### src/rtl/gpio_pkg.sv
package gpio_pkg;

    localparam int PIN_COUNT    = 8;
    localparam int PINS_PER_CFG = 4;
    localparam int CFG_BITS     = 2 * PIN_COUNT;

    typedef enum logic [1:0] {
        MODE_QUASI     = 2'b00,
        MODE_INPUT     = 2'b01,
        MODE_PUSHPULL  = 2'b10,
        MODE_OPENDRAIN = 2'b11
    } pin_mode_e;

    typedef enum logic [1:0] {
        ADDR_CFG_LO = 2'd0,
        ADDR_CFG_HI = 2'd1,
        ADDR_STATE  = 2'd2,
        ADDR_SPARE  = 2'd3
    } reg_addr_e;

    typedef struct packed {
        logic pull_low;
        logic pull_high;
        logic weak_high;
    } pin_drive_t;

    localparam logic [7:0] CFG_RESET   = 8'h55;
    localparam logic [7:0] STATE_RESET = 8'h0F;

    function automatic logic drives_out(input pin_mode_e m);
        return m != MODE_INPUT;
    endfunction

    function automatic pin_mode_e mode_of(input logic [CFG_BITS-1:0] cfg, input int idx);
        return pin_mode_e'(cfg[2*idx +: 2]);
    endfunction

endpackage

### src/rtl/gpio_glitch_filter.sv
module gpio_glitch_filter #(
    parameter int FILT_CYCLES = 4
) (
    input  logic clk,
    input  logic rst,
    input  logic raw_i,
    output logic level_o
);
    localparam int CW = (FILT_CYCLES > 1) ? $clog2(FILT_CYCLES) : 1;
    localparam logic [CW-1:0] LIMIT = CW'(FILT_CYCLES - 1);

    logic          samp_q;
    logic [CW-1:0] cnt_q;

    always_ff @(posedge clk) begin
        if (rst) begin
            samp_q  <= 1'b0;
            cnt_q   <= '0;
            level_o <= 1'b0;
        end else begin
            samp_q <= raw_i;
            if (samp_q == level_o) begin
                cnt_q <= '0;
            end else if (cnt_q == LIMIT) begin
                level_o <= samp_q;
                cnt_q   <= '0;
            end else begin
                cnt_q <= cnt_q + 1'b1;
            end
        end
    end

    // the filtered level may only move once the run counter reached its limit
    assert_filter_settled_R8: assert property (@(posedge clk) disable iff (rst)
        !$stable(level_o) |-> ($past(cnt_q) == LIMIT && $past(samp_q) == level_o));

endmodule

### src/rtl/gpio_port_regs.sv
module gpio_port_regs
    import gpio_pkg::*;
(
    input  logic                 clk,
    input  logic                 rst,
    input  logic                 wr_en,
    input  logic [1:0]           wr_addr,
    input  logic [7:0]           wr_data,
    input  logic                 fast_en,
    input  logic [7:0]           fast_data,
    output logic [CFG_BITS-1:0]  cfg_all,
    output logic [PIN_COUNT-1:0] latch_q,
    output logic [PIN_COUNT-1:0] rise_o
);
    logic [7:0]           cfg_lo_q;
    logic [7:0]           cfg_hi_q;
    logic [PIN_COUNT-1:0] out_mask;
    logic [PIN_COUNT-1:0] latch_d;
    logic                 state_wr;

    assign cfg_all  = {cfg_hi_q, cfg_lo_q};
    assign state_wr = wr_en && (wr_addr == ADDR_STATE);

    always_comb begin
        for (int i = 0; i < PIN_COUNT; i++) begin
            out_mask[i] = drives_out(mode_of(cfg_all, i));
        end
        latch_d = latch_q;
        if (state_wr) begin
            latch_d = (wr_data & out_mask) | (latch_q & ~out_mask);
        end else if (fast_en) begin
            latch_d = (fast_data & out_mask) | (latch_q & ~out_mask);
        end
    end

    assign rise_o = latch_d & ~latch_q;

    always_ff @(posedge clk) begin
        if (rst) begin
            cfg_lo_q <= CFG_RESET;
            cfg_hi_q <= CFG_RESET;
            latch_q  <= STATE_RESET;
        end else begin
            if (wr_en && wr_addr == ADDR_CFG_LO) cfg_lo_q <= wr_data;
            if (wr_en && wr_addr == ADDR_CFG_HI) cfg_hi_q <= wr_data;
            latch_q <= latch_d;
        end
    end

    for (genvar g = 0; g < PIN_COUNT; g++) begin : g_hold
        // an input-only pin ignores both output write paths
        assert_input_latch_hold_R3: assert property (@(posedge clk) disable iff (rst)
            ((state_wr || fast_en) && cfg_all[2*g +: 2] == MODE_INPUT)
            |=> latch_q[g] == $past(latch_q[g]));
    end

endmodule

### src/rtl/gpio_pin_driver.sv
module gpio_pin_driver
    import gpio_pkg::*;
#(
    parameter int PULSE_CYCLES = 2
) (
    input  logic       clk,
    input  logic       rst,
    input  pin_mode_e  mode_i,
    input  logic       latch_i,
    input  logic       rise_i,
    output pin_drive_t drv_o
);
    localparam int PW = $clog2(PULSE_CYCLES + 1);

    logic [PW-1:0] boost_q;

    always_ff @(posedge clk) begin
        if (rst) begin
            boost_q <= '0;
        end else if (rise_i) begin
            boost_q <= PW'(PULSE_CYCLES);
        end else if (boost_q != '0) begin
            boost_q <= boost_q - 1'b1;
        end
    end

    always_comb begin
        drv_o = '0;
        unique case (mode_i)
            MODE_QUASI: begin
                drv_o.pull_low  = ~latch_i;
                drv_o.weak_high = latch_i;
                drv_o.pull_high = latch_i && (boost_q != '0);
            end
            MODE_INPUT: begin
                drv_o = '0;
            end
            MODE_PUSHPULL: begin
                drv_o.pull_low  = ~latch_i;
                drv_o.pull_high = latch_i;
            end
            MODE_OPENDRAIN: begin
                drv_o.pull_low = ~latch_i;
            end
        endcase
    end

    // strong pull-up and strong pull-down never fight
    assert_no_contention_R5: assert property (@(posedge clk) disable iff (rst)
        !(drv_o.pull_low && drv_o.pull_high));

    // a quasi pin whose latch just rose gets the strong boost
    assert_quasi_boost_R7: assert property (@(posedge clk) disable iff (rst)
        ($rose(latch_i) && mode_i == MODE_QUASI) |-> drv_o.pull_high);

endmodule

### src/rtl/gpio_port_ctrl.sv
module gpio_port_ctrl
    import gpio_pkg::*;
#(
    parameter int FILT_CYCLES  = 4,
    parameter int PULSE_CYCLES = 2
) (
    input  logic                 clk,
    input  logic                 rst,
    input  logic                 wr_en,
    input  logic [1:0]           wr_addr,
    input  logic [7:0]           wr_data,
    input  logic [1:0]           rd_addr,
    output logic [7:0]           rd_data,
    input  logic                 out_set_en,
    input  logic [7:0]           out_set_data,
    input  logic [PIN_COUNT-1:0] pin_in,
    output logic [PIN_COUNT-1:0] pin_level,
    output logic [PIN_COUNT-1:0] pull_low,
    output logic [PIN_COUNT-1:0] pull_high,
    output logic [PIN_COUNT-1:0] weak_high
);
    logic [CFG_BITS-1:0]  cfg_all;
    logic [PIN_COUNT-1:0] latch_q;
    logic [PIN_COUNT-1:0] rise;
    logic [PIN_COUNT-1:0] filt_lvl;
    pin_drive_t           drv [PIN_COUNT];

    gpio_port_regs u_regs (
        .clk       (clk),
        .rst       (rst),
        .wr_en     (wr_en),
        .wr_addr   (wr_addr),
        .wr_data   (wr_data),
        .fast_en   (out_set_en),
        .fast_data (out_set_data),
        .cfg_all   (cfg_all),
        .latch_q   (latch_q),
        .rise_o    (rise)
    );

    for (genvar g = 0; g < PIN_COUNT; g++) begin : g_pin
        gpio_glitch_filter #(.FILT_CYCLES(FILT_CYCLES)) u_filt (
            .clk     (clk),
            .rst     (rst),
            .raw_i   (pin_in[g]),
            .level_o (filt_lvl[g])
        );

        gpio_pin_driver #(.PULSE_CYCLES(PULSE_CYCLES)) u_drv (
            .clk     (clk),
            .rst     (rst),
            .mode_i  (pin_mode_e'(cfg_all[2*g +: 2])),
            .latch_i (latch_q[g]),
            .rise_i  (rise[g]),
            .drv_o   (drv[g])
        );

        assign pull_low[g]  = drv[g].pull_low;
        assign pull_high[g] = drv[g].pull_high;
        assign weak_high[g] = drv[g].weak_high;
    end

    assign pin_level = filt_lvl;

    always_comb begin
        unique case (rd_addr)
            ADDR_CFG_LO: rd_data = cfg_all[7:0];
            ADDR_CFG_HI: rd_data = cfg_all[15:8];
            ADDR_STATE:  rd_data = filt_lvl;
            default:     rd_data = 8'h00;
        endcase
    end

endmodule

### config.mk
export PLATFORM = sky130hd
export DESIGN_NAME = gpio_port_ctrl
export DESIGN_NICKNAME = d
export VERILOG_FILES = /design/src/rtl/gpio_pkg.sv /design/src/rtl/gpio_glitch_filter.sv /design/src/rtl/gpio_port_regs.sv /design/src/rtl/gpio_pin_driver.sv /design/src/rtl/gpio_port_ctrl.sv
export SDC_FILE = /design/constraint.sdc
export NUM_CORES = 1
export LEC_CHECK = 0
export BUFFER_PORTS_ARGS = -buffer_cell sky130_fd_sc_hd__buf_2
export CAP_MARGIN = 15
export CORE_MARGIN = 5
export CORE_UTILIZATION = 44
export CTS_CLUSTER_SIZE = 12
export DETAILED_ROUTE_END_ITERATION = 16
export GPL_ROUTABILITY_DRIVEN = 0
export PLACE_DENSITY = 0.74
export SLEW_MARGIN = 20
export SYNTH_ARGS = -nofsm -noshare
export SYNTH_HDL_FRONTEND = slang
export SYNTH_SLANG_ARGS = --single-unit
export TNS_END_PERCENT = 30
### constraint.sdc
create_clock -name clk -period 1 [get_ports clk]
set_input_delay 0.1 -clock clk [delete_from_list [all_inputs] [get_ports clk]]
set_output_delay 0.1 -clock clk [all_outputs]
set_load 0.03 [all_outputs]
**After elaboration in Yosys (flattened, before gate mapping)**

Cells that the tools add are included.

- Bits of input ports: 32
- Word-level logic and storage cells: 247
- Flip-flop bits (word level): 72

- Reduce and logical (&&, ||, !) cells: 69
- Add/sub/neg operators: 16
- Equality and inequality tests: 52
- Bitwise operators: 24
- Mux-type cells: 43

Operators with widths:

| operator | number |
|---|---|
| $eq 2x2->1 const B | 26 |
| $reduce_or 3->1 | 16 |
| $and 8x8->8 | 4 |
| $mux 2 | 16 |
| $pmux 1 s2 | 16 |
| $reduce_bool 2->1 | 16 |
| $pmux 8 s3 | 1 |
| $eq 2x1->1 const B | 10 |
| $logic_not 2->1 | 10 |
| $add 2x1->2 const B | 8 |
| $mux 8 | 2 |
| $ne 2x1->1 const B | 8 |
| $not 1->1 | 16 |
| $not 8->8 | 2 |
| $or 8x8->8 | 2 |
| $reduce_and 2->1 | 8 |
| $reduce_or 2->1 | 8 |
| $sub 2x1->2 const B | 8 |
| $logic_and 1x1->1 | 11 |
| $eq 1x1->1 | 8 |
| $mux 1 | 8 |

**Logic depth before layout (Yosys ltp)**

Gate-level depths: netlist of the first run.

- Depth in word-level cells: 8
- Depth in mapped cells: 5
- Mapped depth without buffers: 3

**Modules after synthesis**

From an unflattened synthesis of the first run, not the netlist that was laid out.

- Cells, all modules: 341
- Area, all modules: 3420.8 um2

By module, submodules not included:

| module | times used | cells an instance | seq. area each (um2) | area each (um2) |
|---|---|---|---|---|
| gpio_port_regs | 1 | 145 | 480.5 | 1351.3 |
| gpio_glitch_filter | 8 | 11 | 80.1 | 142.6 |
| gpio_pin_driver | 8 | 11 | 40.0 | 91.3 |
| gpio_port_ctrl | 1 | 20 | 0.0 | 197.7 |

**Least setup slack after synthesis of the first run**

No wires, ideal clock.

- Kind: register -> output
- Start point: reg u_regs.cfg_hi_q[1]
- End point: out rd_data[1]
- Data arrival time: 1147 ps
- Slack: -247 ps
- Required time: 900 ps
- Stages on the path, launching flop included: 3
- Cells stage by stage: dfxtp_1 > mux2i_1 > o21ai_0

- Word-level cells in the longest chain between the ends: 1

Ends and longest elaborated chain:

| item | line | RTL |
|---|---|---|
| from (decl) | gpio_port_regs.sv:16 | `logic [7:0] cfg_hi_q;` |
| from (signal assigned) | gpio_port_regs.sv:45 | `if (wr_en && wr_addr == ADDR_CFG_HI) cfg_hi_q <= wr_data;` |
| $pmux 8 s3 | gpio_port_ctrl.sv:66 | `unique case (rd_addr)` |
| to (decl) | gpio_port_ctrl.sv:13 | `output logic [7:0] rd_data,` |

No other way between the ends.

**Worst setup path in the final report of the first run**

- Start point: reg u_regs.cfg_hi_q[7]
- End point: out rd_data[7]

The elaborated chain is that of the path after synthesis.

==> results of run 1 <==
kinds of logic (layout without fill, tap and decap cells):
family,Yosys count,count (layout),synth area share
simple gates,167,167,0.243
flops,72,72,0.436
compound gates,44,44,0.0946
mux,38,38,0.115
buf+inv,36,170,0.0598
fa+ha+maj,8,8,0.0303
xor+xnor,8,8,0.0212
other cells,0,1,0
critical path, delay by kind of cell, from the launching register on:
family	cells	cell delay [ps]
multiplexers	1	220
AO/OA/AOI/OAI	1	90
buffers and inverters	1	140
flip-flops	1	390
power groups by stage:
stage          clock network [W]  registers, W  logic, W
4_1_cts                  0.00287       0.00302  0.000877
3_5_place_dp                   0       0.00310  0.000728
5_1_grt                  0.00300       0.00305   0.00105
6_report                 0.00285       0.00303  0.000986
2_1_floorplan                  0       0.00307  0.000427
3_3_place_gp                   0       0.00309  0.000707
layer usage:
metal / vias up / GRT usage / routed length (um)
met5: - / 0 / 0
met1: 1529 / 0.229 / 4140
met2: 83 / 0.340 / 5290
met3: 14 / 0.0604 / 496
li1: 1537 / - / -
met4: 0 / 0.0497 / 136
area by class of cell:
type / instances / area (um^2) / share of cell area
inverter: 14 / 52.6 / 0.00982
antenna: 1 / 2.50 / 0.000468
timing repair buffer: 140 / 1200 / 0.224
clock buffer: 10 / 128 / 0.0239
sequential: 72 / 1550 / 0.290
tap: 99 / 124 / 0.0232
multi-input combinational: 265 / 2180 / 0.407
clock inverter: 6 / 115 / 0.0215
worst max-delay path by stage:
stage,to,slack (ps),start,cells after the start
after CTS,rd_data[2],-300,u_regs.cfg_hi_q[2],4
after floorplan,g_pin[2].u_drv.boost_q[0],-140,u_regs.cfg_lo_q[4],3
after global routing,pull_high[0],-340,u_regs.cfg_lo_q[1],4
final,rd_data[7],-300,u_regs.cfg_hi_q[7],3
after detailed placement,u_regs.latch_q[4],-260,u_regs.cfg_hi_q[0],3
after global placement,u_regs.latch_q[1],-160,wr_addr[0],5
state kept, by name (all words and copies together), names as in the netlist:
register	flops
g_pin.u_filt.level_o	8
g_pin.u_filt.cnt_q	16
g_pin.u_filt.samp_q	8
u_regs.cfg_lo_q	8
g_pin.u_drv.boost_q	16
u_regs.cfg_hi_q	8
u_regs.latch_q	8
placed cells by master, fill, tap and decap left out, types with 4 or more instances in the layout:
cell and instances:
sky130_fd_sc_hd__nand3_1 6, sky130_fd_sc_hd__o21ai_0 5, sky130_fd_sc_hd__buf_2 32, sky130_fd_sc_hd__nor2_2 11
sky130_fd_sc_hd__dlygate4sd3_1 9, sky130_fd_sc_hd__mux2i_2 4, sky130_fd_sc_hd__nor2b_1 9, sky130_fd_sc_hd__dfxtp_2 22
sky130_fd_sc_hd__a221o_1 4, sky130_fd_sc_hd__dfxtp_4 22, sky130_fd_sc_hd__nor3_1 4, sky130_fd_sc_hd__dfxtp_1 28
sky130_fd_sc_hd__nor2_1 44, sky130_fd_sc_hd__a32o_1 4, sky130_fd_sc_hd__nor2_4 9, sky130_fd_sc_hd__nand2_1 29
sky130_fd_sc_hd__buf_6 41, sky130_fd_sc_hd__ha_4 4, sky130_fd_sc_hd__buf_4 53, sky130_fd_sc_hd__xnor2_1 8
sky130_fd_sc_hd__nand2b_1 7, sky130_fd_sc_hd__o311a_1 4, sky130_fd_sc_hd__inv_1 14, sky130_fd_sc_hd__or3_1 4
sky130_fd_sc_hd__and2_1 4, sky130_fd_sc_hd__mux2i_4 4, sky130_fd_sc_hd__nor3_4 4, sky130_fd_sc_hd__mux2i_1 30
sky130_fd_sc_hd__o21ai_2 9, sky130_fd_sc_hd__clkbuf_8 9, sky130_fd_sc_hd__or3_4 8, sky130_fd_sc_hd__buf_12 4
sky130_fd_sc_hd__nor2b_4 7, sky130_fd_sc_hd__nor3_2 4, sky130_fd_sc_hd__nand2b_4 9, sky130_fd_sc_hd__ha_2 4
per-stage QoR:
stage / instance area (um^2) / power [W] / hold slack [ps] / utilization / worst slack, ps
2_1_floorplan: 3340 / 0.00350 / 225 / - / -142
3_3_place_gp: 4040 / 0.00380 / 314 / 0.554 / -161
3_5_place_dp: 4040 / 0.00382 / 313 / 0.554 / -262
4_1_cts: 4870 / 0.00677 / 1.36 / 0.668 / -302
5_1_grt: 5350 / 0.00710 / 5.03 / 0.733 / -344
6_report: 5350 / 0.00687 / 3.24 / 0.734 / -297
what timing repair did:
| item | in CTS | in global routing |
|---|---|---|
| gates cloned | 0 | 0 |
| endpoints found under the setup margin | 72 | 80 |
| buffers inserted | 14 | 3 |
| pin swaps | 24 | 16 |
| endpoints found under the hold margin | 9 | 0 |
| gates resized for setup | 134 | 118 |
| hold buffers | 9 | 0 |
==> metrics.txt, run 1 <==
# TYPE chip_impl_metric gauge
chip_impl_info{name="run_status",value="complete, but fails checks"} 1
chip_impl_info{name="failed_checks",value="setup timing"} 1
chip_impl_metric{name="finalNetCount",unit=""} 542
chip_impl_metric{name="hold-path-cell-count",unit=""} 2
chip_impl_metric{name="slowest_delay",unit="ps"} 390
chip_impl_metric{name="syn_avg_cell_area",unit="um^2"} 8.87
chip_impl_info{name="cts_tree",value="built"} 1
chip_impl_info{name="worst_setup_ep_type",value="output port"} 1
chip_impl_metric{name="worst_slew_pin_slew",unit="ps"} 382
chip_impl_info{name="criticalPathCategory",value="reg2out"} 1
chip_impl_metric{name="tns",unit="ps"} -8870
chip_impl_metric{name="cts.path.max_buffers",unit=""} 2
chip_impl_info{name="unrepaired_setup_endpoints_after_global_routing",value="yes"} 1
chip_impl_metric{name="clock_buffers_created_by_tritoncts",unit=""} 9
chip_impl_metric{name="power.share.switching",unit=""} 0.259
chip_impl_metric{name="postSynthRegisterBits",unit=""} 72
chip_impl_info{name="clock_tree.root_cell",value="sky130_fd_sc_hd__clkbuf_8"} 1
chip_impl_metric{name="post-route-period-util",unit=""} 1.30
chip_impl_metric{name="rows",unit=""} 31
chip_impl_metric{name="grt_remaining_overflow",unit=""} 0
chip_impl_metric{name="maxCapViolations",unit=""} 0
chip_impl_metric{name="drt_first_iter_violations",unit=""} 108
chip_impl_metric{name="core",unit="um^2"} 7290
chip_impl_metric{name="vert_die_dim",unit="um"} 96.7
chip_impl_metric{name="clock-sinks",unit=""} 72
chip_impl_metric{name="source_to_sink_clock_delay_at_the_later_pin_of_the_worst_skew_pair",unit="ps"} 350
chip_impl_metric{name="layout_min_cycle_time",unit="ps"} 1300
chip_impl_metric{name="numPlacedInstances",unit=""} 564
chip_impl_metric{name="yosysUniqueCellTypes",unit=""} 32
chip_impl_metric{name="cellInternalPower",unit="W"} 0.00509
chip_impl_metric{name="viasPerCell",unit=""} 5.21
chip_impl_metric{name="required",unit="ps"} 900
chip_impl_metric{name="synth_edf_count",unit=""} 0
chip_impl_metric{name="post-synth-top-area-fraction",unit=""} 0.436
chip_impl_info{name="r2r_start",value="u_regs.cfg_hi_q[0]"} 1
chip_impl_info{name="hold_path.startpoint",value="pin_in[2]"} 1
chip_impl_metric{name="finalMaxSlewViolations",unit=""} 0
chip_impl_metric{name="achievable-frequency",unit="MHz"} 771
chip_impl_metric{name="seqPwrFrac",unit=""} 0.441
chip_impl_metric{name="htreeDepth",unit=""} 3
chip_impl_metric{name="fillers",unit=""} 513
chip_impl_info{name="synth_largest_area_cell",value="sky130_fd_sc_hd__dfxtp_1"} 1
chip_impl_metric{name="hpwlAfterDp",unit="um"} 6300
chip_impl_metric{name="post_synth_inst_count",unit=""} 373
chip_impl_metric{name="pin_count_of_the_biggest_net_entering_global_routing",unit=""} 17
chip_impl_metric{name="post-route-drc-count",unit=""} 0
chip_impl_info{name="crit_slowest_cell",value="sky130_fd_sc_hd__dfxtp_4"} 1
chip_impl_info{name="crit_path_cell_trace",value="mux2i_2 > o21ai_2 > buf_6"} 1
chip_impl_metric{name="net_switching_power_figure",unit="W"} 0.00178
chip_impl_metric{name="worst-endpoint-arrival",unit="ps"} 1200
chip_impl_metric{name="vias_in_the_first_global_route",unit=""} 3145
chip_impl_metric{name="drtPass1Iterations",unit=""} 4
chip_impl_metric{name="post_drt_wl_per_cell",unit="um"} 16.6
chip_impl_metric{name="final.setup.worst_slack",unit="ps"} -297
chip_impl_metric{name="grt_antenna_before_repair",unit=""} 0
chip_impl_info{name="critical_path.startpoint_type",value="register"} 1
chip_impl_metric{name="worst_r2r_path_depth",unit=""} 4
chip_impl_metric{name="vdd_drop_max",unit="uV"} 865
chip_impl_metric{name="regToRegSetupSlack",unit="ps"} -160
chip_impl_metric{name="drt_wl_total",unit="um"} 10100
chip_impl_metric{name="synthesis.nets",unit=""} 413
chip_impl_metric{name="timing.final.hold_violations",unit=""} 0
chip_impl_metric{name="wire_length_of_the_first_global_routing_pass",unit="um"} 15000
chip_impl_metric{name="worst_clock_skew",unit="ps"} 5.82
chip_impl_metric{name="combinationalPowerShare",unit=""} 0.143
chip_impl_metric{name="report.final.setup_viol",unit=""} 61
chip_impl_info{name="min_path_type",value="in2reg"} 1
chip_impl_metric{name="power.density_cell_area",unit="nW/um^2"} 1280
chip_impl_metric{name="postRouteAntennaNets",unit=""} 0
chip_impl_metric{name="post_synth_instance_area",unit="um^2"} 3310
chip_impl_metric{name="layoutNonFillerInstCount",unit=""} 607
chip_impl_metric{name="path_clk_slew",unit="ps"} 80
chip_impl_metric{name="p_clk_frac",unit=""} 0.415
chip_impl_metric{name="yosysWarnings",unit=""} 0
chip_impl_metric{name="seq_area_frac_synth",unit=""} 0.436
chip_impl_metric{name="ios",unit=""} 72
chip_impl_info{name="r2r-end",value="u_regs.latch_q[4]"} 1
chip_impl_info{name="synth.cells.most_frequent",value="sky130_fd_sc_hd__dfxtp_1, sky130_fd_sc_hd__nor2_1, sky130_fd_sc_hd__mux2i_1"} 1
chip_impl_metric{name="crit_path_max_fanout",unit=""} 5
chip_impl_info{name="yosys-top-cells-area",value="sky130_fd_sc_hd__dfxtp_1, sky130_fd_sc_hd__mux2i_1, sky130_fd_sc_hd__nor2_1"} 1
chip_impl_metric{name="grt.total_usage",unit=""} 0.194
chip_impl_info{name="post-synth-top-count-cell",value="sky130_fd_sc_hd__dfxtp_1"} 1
chip_impl_metric{name="slew_headroom",unit=""} 0.745
chip_impl_metric{name="async_flop_share",unit=""} 0
chip_impl_metric{name="initial_utilization",unit=""} 0.454
chip_impl_metric{name="dieArea",unit="um^2"} 9350
chip_impl_info{name="ys.flop_type",value="sky130_fd_sc_hd__dfxtp_1"} 1
chip_impl_metric{name="io_buffer_count",unit=""} 71
chip_impl_metric{name="drive_above_1_share",unit=""} 0.540
chip_impl_info{name="worstHoldEndpoint",value="g_pin[2].u_filt.samp_q"} 1
chip_impl_metric{name="fp.dieW",unit="um"} 96.7
chip_impl_metric{name="p_leak",unit="nW"} 2.34
chip_impl_metric{name="area_growth",unit="%"} 61.7
chip_impl_metric{name="vias",unit=""} 3163
(Power assumes the default switching activity.)
==> run 2: changes to the inputs <==
--- a/config.mk
+++ b/config.mk
@@ -5,16 +5,16 @@
 export SDC_FILE = /design/constraint.sdc
 export NUM_CORES = 1
 export LEC_CHECK = 0
-export BUFFER_PORTS_ARGS = -buffer_cell sky130_fd_sc_hd__buf_2
 export CAP_MARGIN = 15
 export CORE_MARGIN = 5
 export CORE_UTILIZATION = 44
 export CTS_CLUSTER_SIZE = 12
 export DETAILED_ROUTE_END_ITERATION = 16
+export DONT_BUFFER_PORTS = 1
 export GPL_ROUTABILITY_DRIVEN = 0
-export PLACE_DENSITY = 0.74
+export PLACE_DENSITY = 0.66
 export SLEW_MARGIN = 20
 export SYNTH_ARGS = -nofsm -noshare
 export SYNTH_HDL_FRONTEND = slang
 export SYNTH_SLANG_ARGS = --single-unit
-export TNS_END_PERCENT = 30
+export TNS_END_PERCENT = 20
==> run 2 against run 1 <==
Net effect:
- the run ends with hold timing, setup timing left
- sequential share of layout area rose by 1.7 points
- worst setup slack got worse by 1.9 ps
- clock-buffer cell count fell by 1
- die area did not move
- critical path depth rose by 1
- register-to-register slack barely moved
- final cell count fell by 7.4%
- hold slack got worse by 180 ps
- via count fell by 6.2%
- clock skew fell by 1.2 ps
- critical path type unchanged
- critical endpoint is now weak_high[4]
==> metrics.txt, run 2 (same netlist as run 1, synthesis figures left out) <==
# TYPE chip_impl_metric gauge
chip_impl_metric{name="clock_buffers_created_by_tritoncts",unit=""} 9
chip_impl_metric{name="area_used_by_multi_input_combinational_logic",unit="um^2"} 2130
chip_impl_metric{name="drtPass1Iterations",unit=""} 4
chip_impl_metric{name="source_to_sink_clock_delay_at_the_later_pin_of_the_worst_skew_pair",unit="ps"} 350
chip_impl_metric{name="power.share.switching",unit=""} 0.265
chip_impl_metric{name="worst_clock_skew",unit="ps"} 4.57
chip_impl_metric{name="fillers",unit=""} 580
chip_impl_metric{name="clock-sinks",unit=""} 72
chip_impl_metric{name="timing.final.hold_violations",unit=""} 52
chip_impl_info{name="hold_path.startpoint",value="rst"} 1
chip_impl_info{name="r2r-end",value="u_regs.latch_q[1]"} 1
chip_impl_metric{name="n_antenna_cell",unit=""} 0
chip_impl_metric{name="viasPerCell",unit=""} 5.28
chip_impl_metric{name="core",unit="um^2"} 7290
chip_impl_metric{name="grt_remaining_overflow",unit=""} 0
chip_impl_info{name="failed_checks",value="hold timing, setup timing"} 1
chip_impl_metric{name="combinationalPowerShare",unit=""} 0.124
chip_impl_metric{name="power.density_cell_area",unit="nW/um^2"} 1230
chip_impl_metric{name="final.setup.worst_slack",unit="ps"} -299
chip_impl_metric{name="path_clk_slew",unit="ps"} 80
chip_impl_info{name="clock_tree.root_cell",value="sky130_fd_sc_hd__clkbuf_8"} 1
chip_impl_metric{name="vias_in_the_first_global_route",unit=""} 2973
chip_impl_metric{name="ios",unit=""} 72
chip_impl_metric{name="seqPwrFrac",unit=""} 0.498
chip_impl_info{name="layout.cells.most_common_list",value="sky130_fd_sc_hd__nor2_1, sky130_fd_sc_hd__buf_4, sky130_fd_sc_hd__buf_6, sky130_fd_sc_hd__dfxtp_1, sky130_fd_sc_hd__mux2i_1"} 1
chip_impl_info{name="run_status",value="complete, but fails checks"} 1
chip_impl_metric{name="finalNetCount",unit=""} 498
chip_impl_metric{name="post_drt_wl_per_cell",unit="um"} 16.1
chip_impl_metric{name="report.final.setup_viol",unit=""} 59
chip_impl_metric{name="dieArea",unit="um^2"} 9350
chip_impl_info{name="criticalPathCategory",value="reg2out"} 1
chip_impl_info{name="critical_path.startpoint",value="u_regs.cfg_hi_q[0]"} 1
chip_impl_metric{name="drt_first_iter_violations",unit=""} 161
chip_impl_metric{name="worst-endpoint-arrival",unit="ps"} 1200
chip_impl_info{name="layout.cells.most_common",value="sky130_fd_sc_hd__nor2_1"} 1
chip_impl_metric{name="post-route-period-util",unit=""} 1.30
chip_impl_metric{name="area.sequential",unit="um^2"} 1520
chip_impl_metric{name="finalMaxSlewViolations",unit=""} 0
chip_impl_metric{name="layoutNonFillerInstCount",unit=""} 562
chip_impl_metric{name="numPlacedInstances",unit=""} 527
chip_impl_metric{name="worst_r2r_path_depth",unit=""} 5
chip_impl_info{name="min_path_type",value="in2reg"} 1
chip_impl_metric{name="regToRegSetupSlack",unit="ps"} -160
chip_impl_metric{name="hold-path-cell-count",unit=""} 1
chip_impl_metric{name="hold_ws",unit="ps"} -180
chip_impl_info{name="worstHoldEndpoint",value="u_regs.latch_q[7]"} 1
chip_impl_metric{name="initial_utilization",unit=""} 0.454
chip_impl_info{name="critical_path.startpoint_type",value="register"} 1
chip_impl_metric{name="worst_slew_pin_slew",unit="ps"} 440
chip_impl_metric{name="drive_above_1_share",unit=""} 0.456
chip_impl_metric{name="drt_wl_total",unit="um"} 9040
chip_impl_info{name="reg_top3",value="g_pin.u_drv.boost_q (16), g_pin.u_filt.cnt_q (16)"} 1
chip_impl_metric{name="vias",unit=""} 2967
chip_impl_info{name="worst_setup_ep_type",value="output port"} 1
chip_impl_info{name="cts_tree",value="built"} 1
chip_impl_info{name="unrepaired_setup_endpoints_after_global_routing",value="yes"} 1
chip_impl_metric{name="slew_headroom",unit=""} 0.706
chip_impl_metric{name="cts_hold_repair.buffers",unit=""} 12
chip_impl_metric{name="vdd_drop_max",unit="uV"} 837
chip_impl_metric{name="crit_path_max_fanout",unit=""} 3
chip_impl_metric{name="hpwlAfterDp",unit="um"} 5870
chip_impl_metric{name="pre_cts_ws",unit="ps"} -96.2
chip_impl_metric{name="io_buffer_count",unit=""} 0
chip_impl_metric{name="post-layout-total-power",unit="W"} 0.00610
chip_impl_metric{name="wire_length_of_the_first_global_routing_pass",unit="um"} 14100
chip_impl_metric{name="area_growth",unit="%"} 49.4
chip_impl_metric{name="final_core_utilization",unit=""} 0.678
chip_impl_metric{name="required",unit="ps"} 900
chip_impl_metric{name="grt_antenna_before_repair",unit=""} 0
chip_impl_info{name="r2r_start",value="u_regs.cfg_lo_q[3]"} 1
chip_impl_metric{name="layout_min_cycle_time",unit="ps"} 1300
chip_impl_metric{name="grt.total_usage",unit=""} 0.184
chip_impl_metric{name="achievable-frequency",unit="MHz"} 770
chip_impl_metric{name="rows",unit=""} 31
chip_impl_metric{name="postRouteAntennaNets",unit=""} 0
chip_impl_metric{name="pin_count_of_the_biggest_net_entering_global_routing",unit=""} 62
chip_impl_metric{name="cellInternalPower",unit="W"} 0.00448
chip_impl_metric{name="p_leak",unit="nW"} 2.10
chip_impl_metric{name="fp.dieW",unit="um"} 96.7
chip_impl_metric{name="cts.path.max_buffers",unit=""} 2
chip_impl_metric{name="maxCapViolations",unit=""} 0
chip_impl_metric{name="net_switching_power_figure",unit="W"} 0.00162
chip_impl_metric{name="vert_die_dim",unit="um"} 96.7
chip_impl_metric{name="p_clk_frac",unit=""} 0.378
chip_impl_metric{name="htreeDepth",unit=""} 3
chip_impl_metric{name="post-route-drc-count",unit=""} 0
[run 2: cell count changes in the layout (fill, tap and decap cells not counted), sizes merged]
cell,delta
clkinvlp,+2
bufinv,-2
clkinv,+2
dlygate4sd3,+3
clkbuf,-2
diode,-1
inv,-1
buf,-46
[run 2: final cells by class]
cell class                 instances  area share
timing repair buffer              96       0.186
sequential                        72       0.307
clock inverter                     7      0.0144
tap                               99      0.0251
multi-input combinational        265       0.432
clock buffer                       9      0.0251
inverter                          14      0.0106
[run 2: what timing repair did]
action | CTS | global route
gates cloned | 0 | 0
endpoints found under the hold margin | 68 | 52
pin swaps | 25 | 11
buffers inserted | 5 | 3
resized for setup | 101 | 83
endpoints found under the setup margin | 69 | 74
[run 2: how the worst max path moves through the flow]
stage	end	slack, ps	cells past startpoint
floorplan	g_pin[2].u_drv.boost_q[0]	-140	3
global placement	u_regs.latch_q[4]	-60	3
detailed placement	u_regs.latch_q[4]	-100	3
CTS	pull_high[7]	-320	4
global route	weak_high[7]	-360	4
finish	weak_high[4]	-300	4
[run 2: power groups by stage]
stage	Clock, W	Sequential [W]	Combinational (W)
finish	0.00231	0.00304	0.000758
detailed placement	0	0.00309	0.000562
global route	0.00249	0.00305	0.000814
CTS	0.00235	0.00303	0.000674
global placement	0	0.00309	0.000546
floorplan	0	0.00307	0.000425
[run 2: stage by stage]
step | setup TNS (ps) | cell area (um^2)
4_1_cts | -10060 | 4590
6_report | -8900 | 4940
3_3_place_gp | -677 | 3900
2_1_floorplan | -977 | 3330
3_5_place_dp | -1660 | 3900
5_1_grt | -12070 | 4940
[run 2: worst max-delay path: stages, from the launching register on]
cell	delay (ps)
sky130_fd_sc_hd__dfxtp_4	360
sky130_fd_sc_hd__buf_6	110
sky130_fd_sc_hd__nand2b_4	150
sky130_fd_sc_hd__nor2_4	90
sky130_fd_sc_hd__buf_6	130
[run 2: metal layers]
metal,GRT usage,up-vias,wire [um]
li1,-,1443,-
met1,0.210,1428,3570
met2,0.323,88,4760
met3,0.0676,8,644
met4,0.0464,0,67
met5,0,-,0
